File: src/rtl/fgf_pkg.sv
package fgf_pkg;
    localparam int INSN_BYTES = 4;
    localparam int INSN_W     = 32;

    typedef enum logic {
        ST_RUN     = 1'b0,
        ST_PARKED  = 1'b1
    } run_state_e;
endpackage

File: src/rtl/fgf_slot_scan.sv
module fgf_slot_scan #(
    parameter int AW         = 32,
    parameter int LINE_BYTES = 32,
    parameter int FETCH_W    = 4,
    parameter int DELAY_SLOT = 1,
    localparam int WORDS     = LINE_BYTES / fgf_pkg::INSN_BYTES,
    localparam int OFF_W     = $clog2(LINE_BYTES),
    localparam int CW        = $clog2(FETCH_W + 1)
) (
    input  logic [AW-1:0]                          start_pc,
    input  logic                                   dsp_in,
    input  logic [AW-1:0]                          dst_in,
    input  logic [WORDS*fgf_pkg::INSN_W-1:0]       line,
    input  logic [WORDS-1:0]                       ctl,
    input  logic [WORDS-1:0]                       tkn,
    input  logic [WORDS-1:0]                       qui,
    input  logic [WORDS*AW-1:0]                    tgt,
    output logic [FETCH_W-1:0]                     vld,
    output logic [FETCH_W-1:0][AW-1:0]             spc,
    output logic [FETCH_W-1:0][fgf_pkg::INSN_W-1:0] ins,
    output logic [CW-1:0]                          cnt,
    output logic [AW-1:0]                          nxt_pc,
    output logic                                   dsp_out,
    output logic [AW-1:0]                          dst_out,
    output logic                                   q_hit,
    output logic [CW-1:0]                          n_br,
    output logic [CW-1:0]                          n_tk
);
    localparam logic [AW-1:0] STEP = AW'(fgf_pkg::INSN_BYTES);

    logic [AW-1:0] cur_pc;
    logic          stop;
    int            w_idx;

    always_comb begin
        vld     = '0;
        spc     = '0;
        ins     = '0;
        cnt     = '0;
        n_br    = '0;
        n_tk    = '0;
        q_hit   = 1'b0;
        stop    = 1'b0;
        cur_pc  = start_pc;
        dsp_out = dsp_in;
        dst_out = dst_in;
        w_idx   = int'(start_pc[OFF_W-1:2]);
        for (int k = 0; k < FETCH_W; k++) begin
            if (!stop && w_idx < WORDS) begin
                vld[k] = 1'b1;
                spc[k] = cur_pc;
                ins[k] = line[w_idx*fgf_pkg::INSN_W +: fgf_pkg::INSN_W];
                cnt    = cnt + 1'b1;
                if (dsp_out) begin
                    // this word is the delay slot: resolve the held redirect
                    cur_pc  = dst_out;
                    dsp_out = 1'b0;
                    stop    = 1'b1;
                end else if (ctl[w_idx]) begin
                    n_br = n_br + 1'b1;
                    if (tkn[w_idx]) begin
                        n_tk = n_tk + 1'b1;
                        if (DELAY_SLOT != 0) begin
                            dsp_out = 1'b1;
                            dst_out = tgt[w_idx*AW +: AW];
                            cur_pc  = cur_pc + STEP;
                        end else begin
                            cur_pc = tgt[w_idx*AW +: AW];
                            stop   = 1'b1;
                        end
                    end else begin
                        cur_pc = cur_pc + STEP;
                    end
                end else begin
                    cur_pc = cur_pc + STEP;
                end
                if (qui[w_idx]) begin
                    q_hit = 1'b1;
                    stop  = 1'b1;
                end
                w_idx = w_idx + 1;
            end
        end
        nxt_pc = cur_pc;
    end
endmodule

File: src/rtl/fgf_stats.sv
module fgf_stats #(
    parameter int CNT_W = 16,
    parameter int CW    = 3
) (
    input  logic             clk,
    input  logic             rst_n,
    input  logic             fire,
    input  logic             stall,
    input  logic [CW-1:0]    add_insn,
    input  logic [CW-1:0]    add_br,
    input  logic [CW-1:0]    add_tk,
    output logic [CNT_W-1:0] cnt_fetched,
    output logic [CNT_W-1:0] cnt_branch,
    output logic [CNT_W-1:0] cnt_taken,
    output logic [CNT_W-1:0] cnt_stall
);
    typedef struct packed {
        logic [CNT_W-1:0] fet;
        logic [CNT_W-1:0] br;
        logic [CNT_W-1:0] tk;
        logic [CNT_W-1:0] st;
    } stats_t;

    stats_t s_d, s_q;

    always_comb begin
        s_d = s_q;
        if (fire) begin
            s_d.fet = s_q.fet + CNT_W'(add_insn);
            s_d.br  = s_q.br  + CNT_W'(add_br);
            s_d.tk  = s_q.tk  + CNT_W'(add_tk);
        end
        if (stall) begin
            s_d.st = s_q.st + 1'b1;
        end
    end

    always_ff @(posedge clk) begin
        if (!rst_n) s_q <= '0;
        else        s_q <= s_d;
    end

    assign cnt_fetched = s_q.fet;
    assign cnt_branch  = s_q.br;
    assign cnt_taken   = s_q.tk;
    assign cnt_stall   = s_q.st;
endmodule

File: src/rtl/fetch_group_former.sv
module fetch_group_former #(
    parameter int              AW         = 32,
    parameter int              LINE_BYTES = 32,
    parameter int              FETCH_W    = 4,
    parameter int              SEQ_W      = 16,
    parameter int              CNT_W      = 16,
    parameter int              DELAY_SLOT = 1,
    parameter logic [AW-1:0]   RESET_PC   = '0,
    localparam int             WORDS      = LINE_BYTES / fgf_pkg::INSN_BYTES,
    localparam int             IW         = fgf_pkg::INSN_W,
    localparam int             CW         = $clog2(FETCH_W + 1)
) (
    input  logic                     clk,
    input  logic                     rst_n,
    input  logic                     redir_valid,
    input  logic [AW-1:0]            redir_pc,
    input  logic                     fetch_req,
    input  logic                     miss_pending,
    input  logic [LINE_BYTES*8-1:0]  line_data,
    input  logic [WORDS-1:0]         ctl_mask,
    input  logic [WORDS-1:0]         taken_mask,
    input  logic [WORDS-1:0]         quiesce_mask,
    input  logic [WORDS*AW-1:0]      pred_target,
    output logic                     grp_valid,
    output logic [CW-1:0]            grp_count,
    output logic [FETCH_W-1:0]       slot_valid,
    output logic [FETCH_W*IW-1:0]    slot_insn,
    output logic [FETCH_W*AW-1:0]    slot_pc,
    output logic [FETCH_W*SEQ_W-1:0] slot_seq,
    output logic [AW-1:0]            fetch_pc,
    output logic                     quiesce_pending,
    output logic                     dslot_pending,
    output logic [CNT_W-1:0]         cnt_fetched,
    output logic [CNT_W-1:0]         cnt_branch,
    output logic [CNT_W-1:0]         cnt_taken,
    output logic [CNT_W-1:0]         cnt_stall
);
    import fgf_pkg::*;

    generate
        if (LINE_BYTES < 8 || (LINE_BYTES & (LINE_BYTES - 1)) != 0 ||
            (LINE_BYTES % INSN_BYTES) != 0) begin : g_bad_line
            $error("fetch_group_former: LINE_BYTES must be a power of two of at least 8");
        end
        if (FETCH_W < 1 || DELAY_SLOT < 0 || DELAY_SLOT > 1) begin : g_bad_cfg
            $error("fetch_group_former: FETCH_W must be >= 1 and DELAY_SLOT 0 or 1");
        end
    endgenerate

    typedef struct packed {
        logic [AW-1:0]                  pc;
        logic [SEQ_W-1:0]               seq;
        logic                           dsp;
        logic [AW-1:0]                  dst;
        run_state_e                     st;
        logic                           gv;
        logic [CW-1:0]                  cnt;
        logic [FETCH_W-1:0]             sv;
        logic [FETCH_W-1:0][IW-1:0]     ins;
        logic [FETCH_W-1:0][AW-1:0]     spc;
        logic [FETCH_W-1:0][SEQ_W-1:0]  sseq;
    } state_t;

    state_t r_d, r_q;

    // slot scan results
    logic [FETCH_W-1:0]          sc_vld;
    logic [FETCH_W-1:0][AW-1:0]  sc_pc;
    logic [FETCH_W-1:0][IW-1:0]  sc_ins;
    logic [CW-1:0]               sc_cnt;
    logic [AW-1:0]               sc_nxt;
    logic                        sc_dsp;
    logic [AW-1:0]               sc_dst;
    logic                        sc_q;
    logic [CW-1:0]               sc_br;
    logic [CW-1:0]               sc_tk;

    fgf_slot_scan #(
        .AW(AW), .LINE_BYTES(LINE_BYTES), .FETCH_W(FETCH_W), .DELAY_SLOT(DELAY_SLOT)
    ) u_scan (
        .start_pc(r_q.pc), .dsp_in(r_q.dsp), .dst_in(r_q.dst),
        .line(line_data), .ctl(ctl_mask), .tkn(taken_mask), .qui(quiesce_mask),
        .tgt(pred_target),
        .vld(sc_vld), .spc(sc_pc), .ins(sc_ins), .cnt(sc_cnt), .nxt_pc(sc_nxt),
        .dsp_out(sc_dsp), .dst_out(sc_dst), .q_hit(sc_q), .n_br(sc_br), .n_tk(sc_tk)
    );

    logic do_fetch;
    logic do_stall;

    always_comb begin
        do_fetch = !redir_valid && fetch_req && r_q.st == ST_RUN && !miss_pending;
        do_stall = !redir_valid && fetch_req && r_q.st == ST_RUN &&  miss_pending;

        r_d      = r_q;
        r_d.gv   = 1'b0;
        r_d.cnt  = '0;
        r_d.sv   = '0;
        r_d.ins  = '0;
        r_d.spc  = '0;
        r_d.sseq = '0;

        if (redir_valid) begin
            r_d.pc  = redir_pc;
            r_d.dsp = 1'b0;
            r_d.dst = '0;
            r_d.st  = ST_RUN;
        end else if (do_fetch) begin
            r_d.pc   = sc_nxt;
            r_d.dsp  = sc_dsp;
            r_d.dst  = sc_dst;
            r_d.gv   = sc_cnt != '0;
            r_d.cnt  = sc_cnt;
            r_d.sv   = sc_vld;
            r_d.ins  = sc_ins;
            r_d.spc  = sc_pc;
            for (int k = 0; k < FETCH_W; k++) begin
                if (sc_vld[k]) r_d.sseq[k] = r_q.seq + SEQ_W'(k);
            end
            r_d.seq  = r_q.seq + SEQ_W'(sc_cnt);
            if (sc_q) r_d.st = ST_PARKED;
        end
    end

    always_ff @(posedge clk) begin
        if (!rst_n) begin
            r_q    <= '0;
            r_q.pc <= RESET_PC;
            r_q.st <= ST_RUN;
        end else begin
            r_q <= r_d;
        end
    end

    fgf_stats #(.CNT_W(CNT_W), .CW(CW)) u_stats (
        .clk(clk), .rst_n(rst_n), .fire(do_fetch), .stall(do_stall),
        .add_insn(sc_cnt), .add_br(sc_br), .add_tk(sc_tk),
        .cnt_fetched(cnt_fetched), .cnt_branch(cnt_branch),
        .cnt_taken(cnt_taken), .cnt_stall(cnt_stall)
    );

    assign grp_valid       = r_q.gv;
    assign grp_count       = r_q.cnt;
    assign slot_valid      = r_q.sv;
    assign slot_insn       = r_q.ins;
    assign slot_pc         = r_q.spc;
    assign slot_seq        = r_q.sseq;
    assign fetch_pc        = r_q.pc;
    assign quiesce_pending = r_q.st == ST_PARKED;
    assign dslot_pending   = r_q.dsp;

    // ---------------- assertions ----------------
    a_r10_contiguous_valid: assert property (@(posedge clk) disable iff (!rst_n)
        (slot_valid & FETCH_W'(slot_valid + 1'b1)) == '0);

    a_r10_valid_means_slots: assert property (@(posedge clk) disable iff (!rst_n)
        grp_valid == ($countones(slot_valid) != 0));

    a_r9_stall_counts: assert property (@(posedge clk) disable iff (!rst_n)
        (fetch_req && miss_pending && !redir_valid && !quiesce_pending)
        |=> (!grp_valid && cnt_stall == CNT_W'($past(cnt_stall) + 1'b1)
             && $stable(fetch_pc)));

    a_r8_parked_silent: assert property (@(posedge clk) disable iff (!rst_n)
        (quiesce_pending && !redir_valid) |=> (!grp_valid && quiesce_pending));

    a_r11_redirect_loads: assert property (@(posedge clk) disable iff (!rst_n)
        redir_valid |=> (!grp_valid && fetch_pc == $past(redir_pc)
                         && !dslot_pending && !quiesce_pending));

    a_r12_idle_holds: assert property (@(posedge clk) disable iff (!rst_n)
        (!fetch_req && !redir_valid) |=> (!grp_valid && $stable(fetch_pc)
                                          && $stable(cnt_fetched)));

    generate
        for (genvar k = 0; k + 1 < FETCH_W; k++) begin : g_slot_chk
            a_r3_pc_steps: assert property (@(posedge clk) disable iff (!rst_n)
                slot_valid[k+1] |-> slot_pc[(k+1)*AW +: AW] ==
                                    slot_pc[k*AW +: AW] + AW'(INSN_BYTES));
            a_r4_seq_steps: assert property (@(posedge clk) disable iff (!rst_n)
                slot_valid[k+1] |-> slot_seq[(k+1)*SEQ_W +: SEQ_W] ==
                                    SEQ_W'(slot_seq[k*SEQ_W +: SEQ_W] + 1'b1));
        end
    endgenerate
endmodule

File: config.mk
export PLATFORM = sky130hd
export DESIGN_NAME = fetch_group_former
export DESIGN_NICKNAME = d
export VERILOG_FILES = /design/src/rtl/fgf_pkg.sv /design/src/rtl/fgf_slot_scan.sv /design/src/rtl/fgf_stats.sv /design/src/rtl/fetch_group_former.sv
export SDC_FILE = /design/constraint.sdc
export NUM_CORES = 2
export LEC_CHECK = 0
export ABC_AREA = 1
export BUFFER_PORTS_ARGS = -buffer_cell sky130_fd_sc_hd__buf_2
export CORE_AREA = 2 2 390 392
export CTS_CLUSTER_SIZE = 40
export DETAILED_ROUTE_END_ITERATION = 6
export DIE_AREA = 0 0 392 394
export PLACE_DENSITY_LB_ADDON = 0.08
export SYNTH_ARGS = -nofsm -noshare
export SYNTH_HDL_FRONTEND = slang
export SYNTH_SLANG_ARGS = --single-unit
File: constraint.sdc
create_clock -name clk -period 16.42 [get_ports clk]
set_clock_uncertainty 0.15 [all_clocks]
set_input_delay 3.284 -clock clk [delete_from_list [all_inputs] [get_ports clk]]
set_output_delay 3.284 -clock clk [all_outputs]
set_load 0.005 [all_outputs]
Word-level counts from Yosys, hierarchy flattened --
Index checks and enable logic that the tools add are counted.
Storage, ports and cells: word-level logic and storage cells 228, bits in registers 474
Cells by class: reductions and logical operators 24, $lt $le $gt $ge 7, shift operators 8, muxes and demuxes 131, bitwise operators 10, add/subtract/negate cells 23
Operators by type and width (count):
- $shiftx 256x32->32 | 6
- $mux 32 | 31
- $shiftx 256x9->32 | 2
- $mux 410 | 1
- $lt 32x5->1 const B | 6
- $add 32x3->32 const B | 4
- $mux 3 | 26
- $add 16x3->16 | 4
- $add 32x2->32 const B | 2
- $mux 1 | 57
- $mux 16 | 3
- $bmux 1 s3 | 12
- $add 16x1->16 const B | 2
- $add 16x2->16 const B | 2
- $reduce_or 4->1 | 6
- $add 3x1->3 const B | 7
- $not 1->1 | 10
- $logic_and 1x1->1 | 7
- $logic_not 1->1 | 5
- $add 3x1->4 const B | 1
- $lt 3x4->1 const B | 1
- $reduce_and 2->1 | 2
- $add 2x1->3 const B | 1
- $reduce_bool 3->1 | 1
- other kinds (4) | 4

Logic depth before layout (Yosys ltp) --
depth after elaboration 21, depth in mapped cells 51

By module --
From an unflattened synthesis, not the netlist that was laid out.
Unflattened totals: cells, all modules 7926, area, all modules 45429.8 µm²
By module, submodules not included:
- fgf_slot_scan | cells each 5502, area each 26340.3 µm², instances 1
- fetch_group_former | cells each 1923, area each 15720.1 µm², instances 1
- fgf_stats | cells each 501, area each 3369.5 µm², instances 1

Worst setup path before layout --
No wires, ideal clock.
path type in2reg, start input quiesce_mask[5], end register u_stats.s_q (netlist bit u_stats.cnt_taken[15]), cell stages on the path 42, slack 7.398 ns, required time 16.200 ns, arrival 8.802 ns, setup time 0.070 ns, path buffers 6, cell sequence inv_1 > nand2_1 > nand3_1 > nand2_1 > nand2_1 > nand2_4 > inv_2 > nand2_4 > nand2_1 > nand2_2 > inv_2 > buf_2 > buf_1 > clkbuf_1 > clkbuf_1 > buf_1 > ha_1 > nand2_1 > [6 not listed] > nand2_1 > inv_2 > buf_2 > nand2_1 > o21ai_0 > ha_1 > a21oi_1 > inv_1 > a31oi_1 > nor3_1 > nand4_1 > nor2_1 > nand4_1 > nor2_1 > nand2_1 > nor2_1 > o21ai_0 > a21oi_1
On the way: word-level cells in the longest chain between the ends 19, elaborated cells on any way between the ends 55, classes of those cells add/sub (4); order compare (2); mux (43); reduce/logical (6)
Ends and longest elaborated chain:
- start: declaration | line fetch_group_former.sv:22 | input logic [WORDS-1:0] quiesce_mask,
- parallel branches: the longest is 17 deep, another holds $lt 32x5->1
- $mux 3 (*) | line fgf_slot_scan.sv:49 | if (!stop && w_idx < WORDS) begin
- $add 16x3->16 (*) | line fgf_stats.sv:31 | s_d.tk = s_q.tk + CNT_W'(add_tk);
- end signal: assignment | line fgf_stats.sv:39 | if (!rst_n) s_q <= '0;
- end signal: assignment | line fgf_stats.sv:40 | else s_q <= s_d;
- end: declaration | line fgf_stats.sv:24 | stats_t s_d, s_q;
Every way passes the cells marked *. The select of a mux whose other input is x is not followed. A chain may end at the register's enable or synchronous reset.

Final worst setup path --
start input quiesce_mask[2], end register u_stats.s_q (netlist bit u_stats.cnt_taken[15])
Same word-level chain as after synthesis.

==> results.sh <==
export IMPL_clock_sinks=474
export IMPL_wl_met3_mm=16.1
export IMPL_path_clk_slew_ns=0.06
export IMPL_dieArea_sq_um=154000
export IMPL_yosysMostFrequentCell="nand2_1"
export IMPL_grt_usage_pct=32.3
export IMPL_crit_top_cell="nand2_1"
export IMPL_place_gp_congestion=0.943
export IMPL_run_status="finished clean"
export IMPL_dr_pass1_iters=6
export IMPL_r2r_start="fetch_pc[2]"
export IMPL_rr_endpoint="u_stats.cnt_taken[15]"
export IMPL_yosysWarnings=0
export IMPL_yosysTopAreaCellShare_pct=22.7
export IMPL_fin_hold_ws_ns=0.309
export IMPL_dp_final_hpwl_mm=195
export IMPL_wl_met1_mm=97.6
export IMPL_rr_worst_depth=37
export IMPL_p_leak_uw=0.0212
export IMPL_syn_to_final_growth_pct=13.6
export IMPL_syn_num_nets=7376
export IMPL_ys_flop_type="dfxtp_1"
export IMPL_required_ns=16.88
export IMPL_grt_max_degree=199
export IMPL_drive_gt1_share_pct=19.6
export IMPL_die_w_um=392
export IMPL_wire_per_inst_um=28.4
export IMPL_cts_setup_buffers=0
export IMPL_hp_class="register to register"
export IMPL_worstHoldPathCells=1
export IMPL_nets=7645
export IMPL_grt_pass1_vias=48200
export IMPL_nFillCells=17200
export IMPL_min_period_over_period_pct=68.9
export IMPL_antenna_left=0
export IMPL_final_cells=9185
export IMPL_ys_seq_area_share_pct=22.7
export IMPL_top_layer_used="met5"
export IMPL_hold_path_end="u_stats.cnt_branch[15]"
export IMPL_start_kind="input port"
export IMPL_cts_buffers=61
export IMPL_drcViolationCount=0
export IMPL_relSlewSlack_pct=19.7
export IMPL_drt_first_iter_violations=4539
export IMPL_rrSetupSlack_ns=6.15
export IMPL_yosysTopAreaCell="dfxtp_1"
export IMPL_min_from="u_stats.cnt_branch[15]"
export IMPL_critPathKind="input port to register"
export IMPL_num_io_pins=999
export IMPL_vias=50500
export IMPL_coreArea_sq_um=151000
export IMPL_cts_hold_buf=0
export IMPL_endpoint_kind="register"
export IMPL_critPathMaxFanout=124
export IMPL_critPathBufInv=8
export IMPL_worst_slack_ns=5.10
export IMPL_cp_arrival_ns=11.78
export IMPL_dp_cells=9005
export IMPL_drv_cap=0
export IMPL_fmax_ghz=0.0884
export IMPL_setup_tns_ns=0
export IMPL_slowest_stage="o21ai_1"
export IMPL_via_per_inst=5.50
export IMPL_ys_ff_latch=474
export IMPL_async_reset_ff_share_pct=0
export IMPL_synthTopCellsByCount="1402 x nand2_1, 718 x o21ai_0, 642 x inv_1"
export IMPL_die_h_um=394
export IMPL_p_per_area_nw_per_um2=118
export IMPL_drv_slew=0
export IMPL_antenna_found_initial=87
export IMPL_synth_area_leaders="dfxtp_1 23%, nand2_1 13%, o21ai_0 8.6%"
export IMPL_cp_depth=38
export IMPL_worst_slew_pin_slew_ns=1.20
export IMPL_fp_row_count=143
export IMPL_cts_max_path_buffers=3
export IMPL_avgSynthCellArea_sq_um=6.18
export IMPL_vdd_drop_max_uv=105
export IMPL_port_buffer_count=998
export IMPL_clock_latency_ns=0.71
export IMPL_post_place_ws_ns=4.46
export IMPL_cpPeakStageDelay_ns=0.64
export IMPL_crit_family="simple AND/OR/NAND/NOR gates"
export IMPL_htreeDepth=2
export IMPL_cts_resized=0
export IMPL_hold_viol=0
export IMPL_initial_core_util_pct=27.8
export IMPL_grt_overflow=0
export IMPL_netlist_instances=6769
export IMPL_setup_viol=0
export IMPL_grt_pass1_wl_mm=364
export IMPL_wl_met2_mm=124
export IMPL_synth_edf_count=0
export IMPL_cts_tree="done"
export IMPL_drt_total_wl_mm=261
export IMPL_rsz0062_at_grt="no"
export IMPL_post_route_min_period_ns=11.32
export IMPL_cts_root_buf="clkbuf_16"
export IMPL_ys_types=74
export IMPL_syn_area_sq_um=41800
layout by cell type (no fill, tap or decap), types with 164 or more instances in the layout:
master	count
o211ai_1	261
nand2_1	1402
nor2_1	572
dfxtp_1	471
a221oi_1	164
o21ai_0	718
inv_1	639
buf_2	998
nand3_1	235
a21oi_1	598
through the flow:
stage | total power, uW | util [%] | cell area [sq um]
finish | 5610 | 31.5 | 47500
global route | 5910 | 31.5 | 47400
CTS | 5600 | 31.4 | 47300
global placement | 4120 | 30.0 | 45200
floorplan | 3050 | - | 41800
detailed placement | 4120 | 30.0 | 45200
final cells by class:
class / instances / area [sq um] / share of cell area, %
Multi-Input combinational cell: 4738 / 24900 / 52.5
Antenna cell: 66 / 165 / 0.348
Timing Repair Buffer: 1066 / 5540 / 11.7
Inverter: 697 / 2670 / 5.62
Clock buffer: 86 / 1800 / 3.79
Clock inverter: 28 / 352 / 0.740
Sequential cell: 474 / 9500 / 20.0
Tap cell: 2030 / 2540 / 5.35
report_power, final:
part	internal [uW]	total, uW	switching [uW]
Combinational	766	2950	2190
Clock	844	1460	612
Sequential	1170	1200	30.3
cells by family after synthesis:
group	after synthesis	synth area share, %
simple gates	2462	25.1
compound gates	2180	31.9
buf+inv	1557	17.9
flops	474	22.7
xor+xnor	61	1.31
fa+ha+maj	34	1.09
other cells	1	0.00896
per-layer routing:
metal  vias up  GRT usage [%]
met5         -              0
met4        44           25.6
met2      2319           54.3
li1      23400              -
met3       646           4.74
met1     24100           36.4
worst max-delay path by stage:
| stage | start | to | slack, ns |
|---|---|---|---|
| 2_1_floorplan | quiesce_mask[5] | u_stats.cnt_taken[15] | 7.40 |
| 3_3_place_gp | quiesce_mask[2] | u_stats.cnt_taken[15] | 4.51 |
| 3_5_place_dp | quiesce_mask[2] | u_stats.cnt_taken[15] | 4.46 |
| 4_1_cts | quiesce_mask[2] | u_stats.cnt_taken[15] | 5.18 |
| 5_1_grt | quiesce_mask[2] | u_stats.cnt_taken[15] | 4.22 |
| 6_report | quiesce_mask[2] | u_stats.cnt_taken[15] | 5.10 |
state kept, by name, indices dropped and copies added, names as in the netlist, 4 cells and up:
register             cells
slot_insn              128
slot_valid               4
slot_seq                64
u_stats.cnt_fetched     16
slot_pc                128
fetch_pc                32
r_q                     48
u_stats.cnt_taken       16
u_stats.cnt_branch      16
u_stats.cnt_stall       16
Power figures use the tool's default switching activity.
